$ cat src/rtl/netsel_pkg.sv
package netsel_pkg;
  typedef struct packed {
    logic capture;
    logic clear;
    logic extReject;
    logic sleepHold;
  } selStrobe_t;
endpackage

$ cat src/rtl/netsel_ctrl.sv
module netsel_ctrl
  import netsel_pkg::*;
(
  input  logic       selPin,
  input  logic       pinCtrlEn,
  input  logic       swPortTp,
  input  logic       extAddrMode,
  input  logic       asleep,
  input  logic       frameStart,
  input  logic       frameEnd,
  output logic       tpActive,
  output logic       auiActive,
  output selStrobe_t strb
);
  logic pinAsPort;
  logic portTp;

  // the pin selects the port only when configured and not reused as reject
  assign pinAsPort = pinCtrlEn & ~extAddrMode;
  assign portTp    = pinAsPort ? selPin : swPortTp;
  assign tpActive  = ~asleep & portTp;
  assign auiActive = ~asleep & ~portTp;

  always_comb begin
    strb.sleepHold = asleep;
    strb.extReject = extAddrMode & ~selPin;
    strb.capture   = frameEnd & ~asleep;
    strb.clear     = frameStart & ~frameEnd & ~asleep;
  end
endmodule

$ cat src/rtl/netsel_dp.sv
module netsel_dp
  import netsel_pkg::*;
#(
  parameter int ALT_W = 3
) (
  input  logic             clk,
  input  logic             rstN,
  input  selStrobe_t       strb,
  input  logic             tpActive,
  input  logic             auiActive,
  input  logic             extAddrMode,
  input  logic             filterReject,
  input  logic             linkUp,
  input  logic [ALT_W-1:0] altSig,
  input  logic [ALT_W-1:0] swLedStat,
  output logic             xcvrDisable,
  output logic             frameReject,
  output logic [ALT_W:0]   ledN
);
  localparam int LED_N = ALT_W + 1;

  logic rejQ;

  always_ff @(posedge clk) begin
    if (!rstN)              rejQ <= 1'b0;
    else if (strb.sleepHold) rejQ <= 1'b0;
    else if (strb.capture)  rejQ <= filterReject | strb.extReject;
    else if (strb.clear)    rejQ <= 1'b0;
  end

  assign frameReject = rejQ;
  assign xcvrDisable = strb.sleepHold | tpActive;
  assign ledN[0]     = strb.sleepHold | ~linkUp;

  for (genvar i = 1; i < LED_N; i++) begin : g_led
    assign ledN[i] = strb.sleepHold |
                     ~(extAddrMode ? altSig[i-1] : swLedStat[i-1]);
  end

  a_r2_one_port: assert property (@(posedge clk) disable iff (!rstN)
    !strb.sleepHold |-> $countones({tpActive, auiActive}) == 1);
  a_r4_aui_enables: assert property (@(posedge clk) disable iff (!rstN)
    (auiActive && !strb.sleepHold) |-> !xcvrDisable);
  a_r5_sleep_clears: assert property (@(posedge clk) disable iff (!rstN)
    strb.sleepHold |=> !frameReject);
  a_r6_capture: assert property (@(posedge clk) disable iff (!rstN)
    strb.capture |=> frameReject == $past(filterReject | strb.extReject));
  a_r8_hold: assert property (@(posedge clk) disable iff (!rstN)
    (!strb.capture && !strb.clear && !strb.sleepHold) |=> $stable(frameReject));
  a_r8_clear: assert property (@(posedge clk) disable iff (!rstN)
    strb.clear |=> !frameReject);
endmodule

$ cat src/rtl/netPortSel.sv
module netPortSel
  import netsel_pkg::*;
#(
  parameter int ALT_W = 3
) (
  input  logic             clk,
  input  logic             rstN,
  input  logic             selPin,
  input  logic             pinCtrlEn,
  input  logic             swPortTp,
  input  logic             extAddrMode,
  input  logic             asleep,
  input  logic             filterReject,
  input  logic             frameStart,
  input  logic             frameEnd,
  input  logic             linkUp,
  input  logic             sfbd,
  input  logic             rxData,
  input  logic             rxClk,
  input  logic [ALT_W-1:0] swLedStat,
  output logic             tpActive,
  output logic             auiActive,
  output logic             xcvrDisable,
  output logic             frameReject,
  output logic [ALT_W:0]   ledN
);
  selStrobe_t      strb;
  logic [ALT_W-1:0] altSig;

  always_comb begin
    altSig    = '0;
    altSig[0] = sfbd;
    if (ALT_W > 1) altSig[1] = rxData;
    if (ALT_W > 2) altSig[2] = rxClk;
  end

  netsel_ctrl u_ctrl (
    .selPin(selPin), .pinCtrlEn(pinCtrlEn), .swPortTp(swPortTp),
    .extAddrMode(extAddrMode), .asleep(asleep), .frameStart(frameStart),
    .frameEnd(frameEnd), .tpActive(tpActive), .auiActive(auiActive),
    .strb(strb)
  );

  netsel_dp #(.ALT_W(ALT_W)) u_dp (
    .clk(clk), .rstN(rstN), .strb(strb), .tpActive(tpActive),
    .auiActive(auiActive), .extAddrMode(extAddrMode),
    .filterReject(filterReject), .linkUp(linkUp), .altSig(altSig),
    .swLedStat(swLedStat), .xcvrDisable(xcvrDisable),
    .frameReject(frameReject), .ledN(ledN)
  );
endmodule

$ cat config.mk
export PLATFORM = sky130hd
export DESIGN_NAME = netPortSel
export DESIGN_NICKNAME = d
export VERILOG_FILES = /design/src/rtl/netsel_pkg.sv /design/src/rtl/netsel_ctrl.sv /design/src/rtl/netsel_dp.sv /design/src/rtl/netPortSel.sv
export SDC_FILE = /design/constraint.sdc
export NUM_CORES = 1
export LEC_CHECK = 0
export BUFFER_PORTS_ARGS = -buffer_cell sky130_fd_sc_hd__buf_2
export CORE_AREA = 2 2 39 41
export DETAILED_ROUTE_END_ITERATION = 7
export DIE_AREA = 0 0 41 43
export GPL_ROUTABILITY_DRIVEN = 0
export SLEW_MARGIN = 15
export SYNTH_ARGS = -nofsm -noshare
export SYNTH_HDL_FRONTEND = slang
export SYNTH_SLANG_ARGS = --single-unit
$ cat constraint.sdc
create_clock -name clk -period 1.2 [get_ports clk]
set_input_delay 0.24 -clock clk [delete_from_list [all_inputs] [get_ports clk]]
set_output_delay 0.24 -clock clk [all_outputs]
set_load 0.01 [all_outputs]
==> results of run 1 <==
-- final timing paths --
| check | start | to | slack (ns) | cells past startpoint |
|---|---|---|---|---|
| max | extAddrMode | auiActive | 0.02 | 5 |
| min | rstN | u_dp.frameReject$_SDFFE_PP0P_ | 0.52 | 2 |
| max reg2reg | u_dp.frameReject$_SDFFE_PP0P_ | u_dp.frameReject$_SDFFE_PP0P_ | 0.49 | 2 |
| min reg2reg | u_dp.frameReject$_SDFFE_PP0P_ | u_dp.frameReject$_SDFFE_PP0P_ | 0.52 | 2 |
-- metal layers --
metal / vias up / global-route usage, % / wire [um]
li1: 111 / - / -
met1: 86 / 5.06 / 168
met2: 21 / 8.13 / 213
met3: 0 / 0 / 91
met4: 0 / 0 / 0
met5: - / 0 / 0
-- report_power, final --
group	total, mW	internal [mW]	leakage (nW)	switching, mW
combinational	0.116	0.0736	0.180	0.0426
clock	0	0	0	0
sequential	0.0359	0.0354	0.00819	0.000564
-- what timing repair did --
action	in CTS	in global routing
gates cloned	0	0
endpoints found under the hold margin	0	0
endpoints found under the setup margin	4	2
resized for setup	8	4
-- layout by cell type, fill, tap and decap left out --
cell	count
buf_8	1
nor4b_1	1
or2_4	3
dfxtp_1	1
nor2_1	1
buf_6	3
and2b_1	1
nor3b_1	1
mux2i_1	3
nor2b_1	1
nand2b_1	2
buf_2	20
inv_1	1
mux2i_4	1
buf_12	1
nand2b_4	1
a21oi_1	1
-- kinds of logic (layout without fill, tap and decap cells) --
logic type,after synthesis,count (layout),synth area share (%)
compound gates,1,1,3.57
buf+inv,1,26,2.68
flops,1,1,14.3
mux,4,4,28.6
simple gates,11,11,50.9
-- critical path: cells and delay by family --
kind	cells	cell delay [ns]
and+or+nand+nor	2	0.29
buffers and inverters	2	0.23
muxes	1	0.18
-- area by class of cell --
cell class              count  area (um^2)
well taps                  16         20.0
inverters                   1         3.75
fillers                   155         1030
repair buffers             25          169
flip-flops and latches      1         20.0
multi-input cells          16          144
-- through the flow --
stage | hold slack (ns) | utilization, % | total power, mW | instances
detailed placement | 0.520 | 21.7 | 0.127 | 59
global placement | 0.521 | 21.7 | 0.126 | 59
CTS | 0.520 | 24.2 | 0.145 | 59
global route | 0.545 | 25.8 | 0.163 | 59
floorplan | 0.317 | - | 0.0720 | 18
finish | 0.517 | 25.8 | 0.152 | 59
==> run metrics, run 1 <==
outcome=finished, final reports clean; worst-margin pin slew=between 0.2 and 0.25 ns; final hold vios=0; register area share after synthesis=14.3%; most common cell in the netlist=mux2i_1; Worst Setup Start Kind=input port; vias in the first global route=between 150 and 200; RSZ-0062 raised after global routing=true; max-cap violation count=0; Post-synth EDFFs=0; leakage=between 0.15 and 0.2 nW; wire per inst=roughly 8 um; Placed Area=300 um^2; Worst EP arrival=about 0.94 ns; FP Rows=14; slew margin rel.=between 80% and 90%; Final Setup Violations=0; final period utilization=between 90% and 100%; all-layer global routing usage=under 10%; Antenna Violating Nets Remaining=0; Post-synth ARST share=0%; worst-path fanout max=3; Synth area leaders=mux2i_1 29%, dfxtp_1 14%, nand2b_1 13%; Gate Count Post-Synth=18; critical path class=input port to output port; Die X=41 um; Routed WL=~470 um; Yosys top cell by area=mux2i_1; pin count of the biggest net entering global routing=9; post-route cell area=about 360 um^2; max FFs per register=1; cells along the critical path=buf_8, nand2b_4, mux2i_4, and2b_1, buf_2; remaining global-route overflow=0; DIE AREA=~1800 um^2; Setup Buffers After CTS=0; core box area=1380 um^2; vias per std cell=3.69; synthesis-to-finish area growth=154%; Final Skew=0 ns; setup TNS=0 ns; DRC=0; first-pass GRT wire length=roughly 550 um; CTS hold repair buffers=0; die height=between 40 and 50 um; mapped cell area=roughly 140 um^2; antenna violations before repair=0; ys flop type=dfxtp_1; Port Buffers=24; clock period minus worst slack=~1.2 ns; f_max=0.849 GHz; min setup slack post-route=approximately 0.022 ns; PwrDens=427 nW/um^2; antenna cells=0; Setup Slack @ Placement=-0.0464 ns; Req. time, crit path=between 0.9 and 1 ns; Yosys top cell area share=28.6%; maximum vdd drop=slightly below 0.09 mV; syn_nets=35; clock transition at the registers of the reported paths=0 ns; critical path capture point type=output port; critical path's slowest cell=mux2i_4; # nets final=slightly above 60; class of the worst hold path=input port to flip-flop; first drt pass iteration count=2; vias=218; Synthesis Warnings=0; Initial Util=10.1%; share of cells above drive strength 1=between 60% and 70%; Clk Latency, worst-skew pair=0 ns; Slew Viols, Final=0; Avg Cell Area, Syn=7.79 um^2; Seq cells post-synth=1; DR iter-0 viols=1; crit-path max cell delay=~0.18 ns; synth unique cells=11; commonest cells in the netlist=4 x mux2i_1, 3 x nand2b_1, 3 x or2_2; io pins=25
No activity file was read; power rests on OpenSTA's default activity.
==> run 2, diff against run 1 <==
--- a/config.mk
+++ b/config.mk
@@ -10,6 +10,8 @@
 export DETAILED_ROUTE_END_ITERATION = 7
 export DIE_AREA = 0 0 41 43
 export GPL_ROUTABILITY_DRIVEN = 0
+export GPL_TIMING_DRIVEN = 0
+export SETUP_SLACK_MARGIN = 0.1
 export SLEW_MARGIN = 15
 export SYNTH_ARGS = -nofsm -noshare
 export SYNTH_HDL_FRONTEND = slang
==> run 2 against run 1 <==
- sequential cell count unchanged
- highest routed layer unchanged
- hold slack about the same
- largest cell class unchanged
- final cell count unchanged
- maximum frequency decreased by 0.94%
- largest power group unchanged
- core utilization decreased by 0.45 points
==> run metrics, run 2 (same netlist as run 1, synthesis figures left out) <==
final hold vios=0 (unchanged); max-cap violation count=0 (unchanged); clock period minus worst slack=1.19 ns (was 1.18 ns); Clk Latency, worst-skew pair=0 ns (about the same); Hold WS=0.518 ns (was 0.517 ns); DIE AREA=1760 um^2 (unchanged); DRC=0 (unchanged); final period utilization=99.1% (was 98.2%); most common cell after layout, fill and taps aside=buf_2 (unchanged); max FFs per register=1 (unchanged); clock transition at the registers of the reported paths=0 ns (about the same); commonest cells after routing, fill and taps aside=19 x buf_2, 4 x buf_6, 3 x mux2i_1, 3 x or2_4, 2 x nand2b_1 (was 20 x buf_2, 3 x mux2i_1, 3 x or2_4, 3 x buf_6, 2 x nand2b_1); critical path capture point type=output port (unchanged); worst-path fanout max=5 (was 3); combinational power share=76.1% (was 76.4%); RSZ-0062 raised after global routing=true (unchanged); Pint=107 uW (was 109 uW); # nets final=62 (unchanged); slew margin rel.=84.9% (was 85.2%); remaining global-route overflow=0 (unchanged); synthesis-to-finish area growth=150% (was 154%); die height=43 um (unchanged); outcome=finished, final reports clean (unchanged); Final Skew=0 ns (unchanged); Req. time, crit path=0.96 ns (about the same); critical path class=input port to output port (unchanged); CP top delay family=simple AND/OR/NAND/NOR gates (unchanged); cells along the critical path=buf_8, nand2b_4, mux2i_4, and2b_1, buf_6 (was buf_8, nand2b_4, mux2i_4, and2b_1, buf_2); PwrDens=430 nW/um^2 (was 427 nW/um^2); Routed WL=482 um (was 472 um); CP bufs+invs=2 (unchanged); Design Power=150 uW (was 152 uW); worst-margin pin slew=0.223 ns (was 0.219 ns); Initial Util=10.1% (unchanged); leakage=0.185 nW (was 0.188 nW); vias in the first global route=153 (was 161); vias per std cell=3.76 (was 3.69); Final Setup Violations=0 (unchanged); maximum vdd drop=0.0780 mV (was 0.0882 mV); Worst Setup Start Kind=input port (unchanged); share of cells above drive strength 1=69.8% (unchanged); critical path's slowest cell=mux2i_4 (unchanged); first-pass GRT wire length=558 um (was 552 um); antenna violations before repair=0 (unchanged); Antenna Violating Nets Remaining=0 (unchanged); Sequential Power Share=23.9% (was 23.6%); f_max=0.841 GHz (was 0.849 GHz); vias=222 (was 218); class of the worst hold path=flip-flop to flip-flop (was input port to flip-flop); Die X=41 um (unchanged); DP Wirelength=just under 400 um; antenna cells=0 (unchanged); Setup Slack @ Placement=-0.106 ns (was -0.0464 ns); io pins=25 (unchanged); wire per inst=8.17 um (was 8.00 um); Port Buffers=24 (unchanged); share of total power in the clock network=0% (about the same); core box area=1380 um^2 (unchanged); all-layer global routing usage=4.40% (was 4.20%); first drt pass iteration count=1 (was 2); Worst EP arrival=0.95 ns (was 0.94 ns); Switching Fraction=28.7% (was 28.4%); Slew Viols, Final=0 (unchanged); FP Rows=14 (unchanged); Net Sw Power=43.2 uW (was 43.1 uW); Final Util=25.3% (was 25.8%); min setup slack post-route=0.0105 ns (was 0.0217 ns); crit-path max cell delay=0.18 ns (about the same); pin count of the biggest net entering global routing=9 (unchanged); DR iter-0 viols=0 (was 1)
run 2: changes by cell type in the layout (fill, tap and decap cells not counted):
| cell | change |
|---|---|
| buf_12 | -1 |
| buf_2 | -1 |
| buf_4 | +1 |
| buf_6 | +1 |
run 2: final cells by class:
class | instances | area [um^2]
Fill cell | 156 | 1030
Timing Repair Buffer | 25 | 163
Multi-Input combinational cell | 16 | 144
Sequential cell | 1 | 20.0
Tap cell | 16 | 20.0
Inverter | 1 | 3.75
run 2: per-stage QoR:
stage	TNS [ns]	cell area, um^2	instances
3_5_place_dp	-0.188	280	58
5_1_grt	-0.0229	350	59
3_3_place_gp	-0.163	280	58
6_report	0	350	59
2_1_floorplan	0	140	18
4_1_cts	-0.0000591	310	58
run 2: layer usage:
metal	GRT usage, %	routed length, um
met5	0	0
met4	0	0
met3	0	86
met2	9.38	229
met1	4.43	166
run 2: power by group through the flow:
stage                     clock network [mW]  registers, mW  logic (mW)
after floorplan                            0         0.0367      0.0353
after global placement                     0         0.0359      0.0821
after detailed placement                   0         0.0360      0.0834
after CTS                                  0         0.0360      0.0974
after global routing                       0         0.0363       0.125
final                                      0         0.0359       0.115
run 2: what timing repair did:
item,4_1_cts,5_1_grt
gates cloned,0,0
pin swaps,1,1
gates resized for setup,7,6
hold buffers,0,0
setup buffers,0,1
endpoints found under the setup margin,6,5
run 2: worst register-to-register path: stages (launching register included):
cell	delay, ns
dfxtp_1	0.30
a21oi_1	0.06
nor4b_1	0.26
run 2: path summary, 6_finish.rpt:
kind | start | slack (ns) | to | cells past startpoint
setup / recovery | extAddrMode | 0.01 | auiActive | 5
hold / removal | u_dp.frameReject$_SDFFE_PP0P_ | 0.52 | u_dp.frameReject$_SDFFE_PP0P_ | 2
setup reg to reg | u_dp.frameReject$_SDFFE_PP0P_ | 0.48 | u_dp.frameReject$_SDFFE_PP0P_ | 2
hold reg to reg | u_dp.frameReject$_SDFFE_PP0P_ | 0.52 | u_dp.frameReject$_SDFFE_PP0P_ | 2
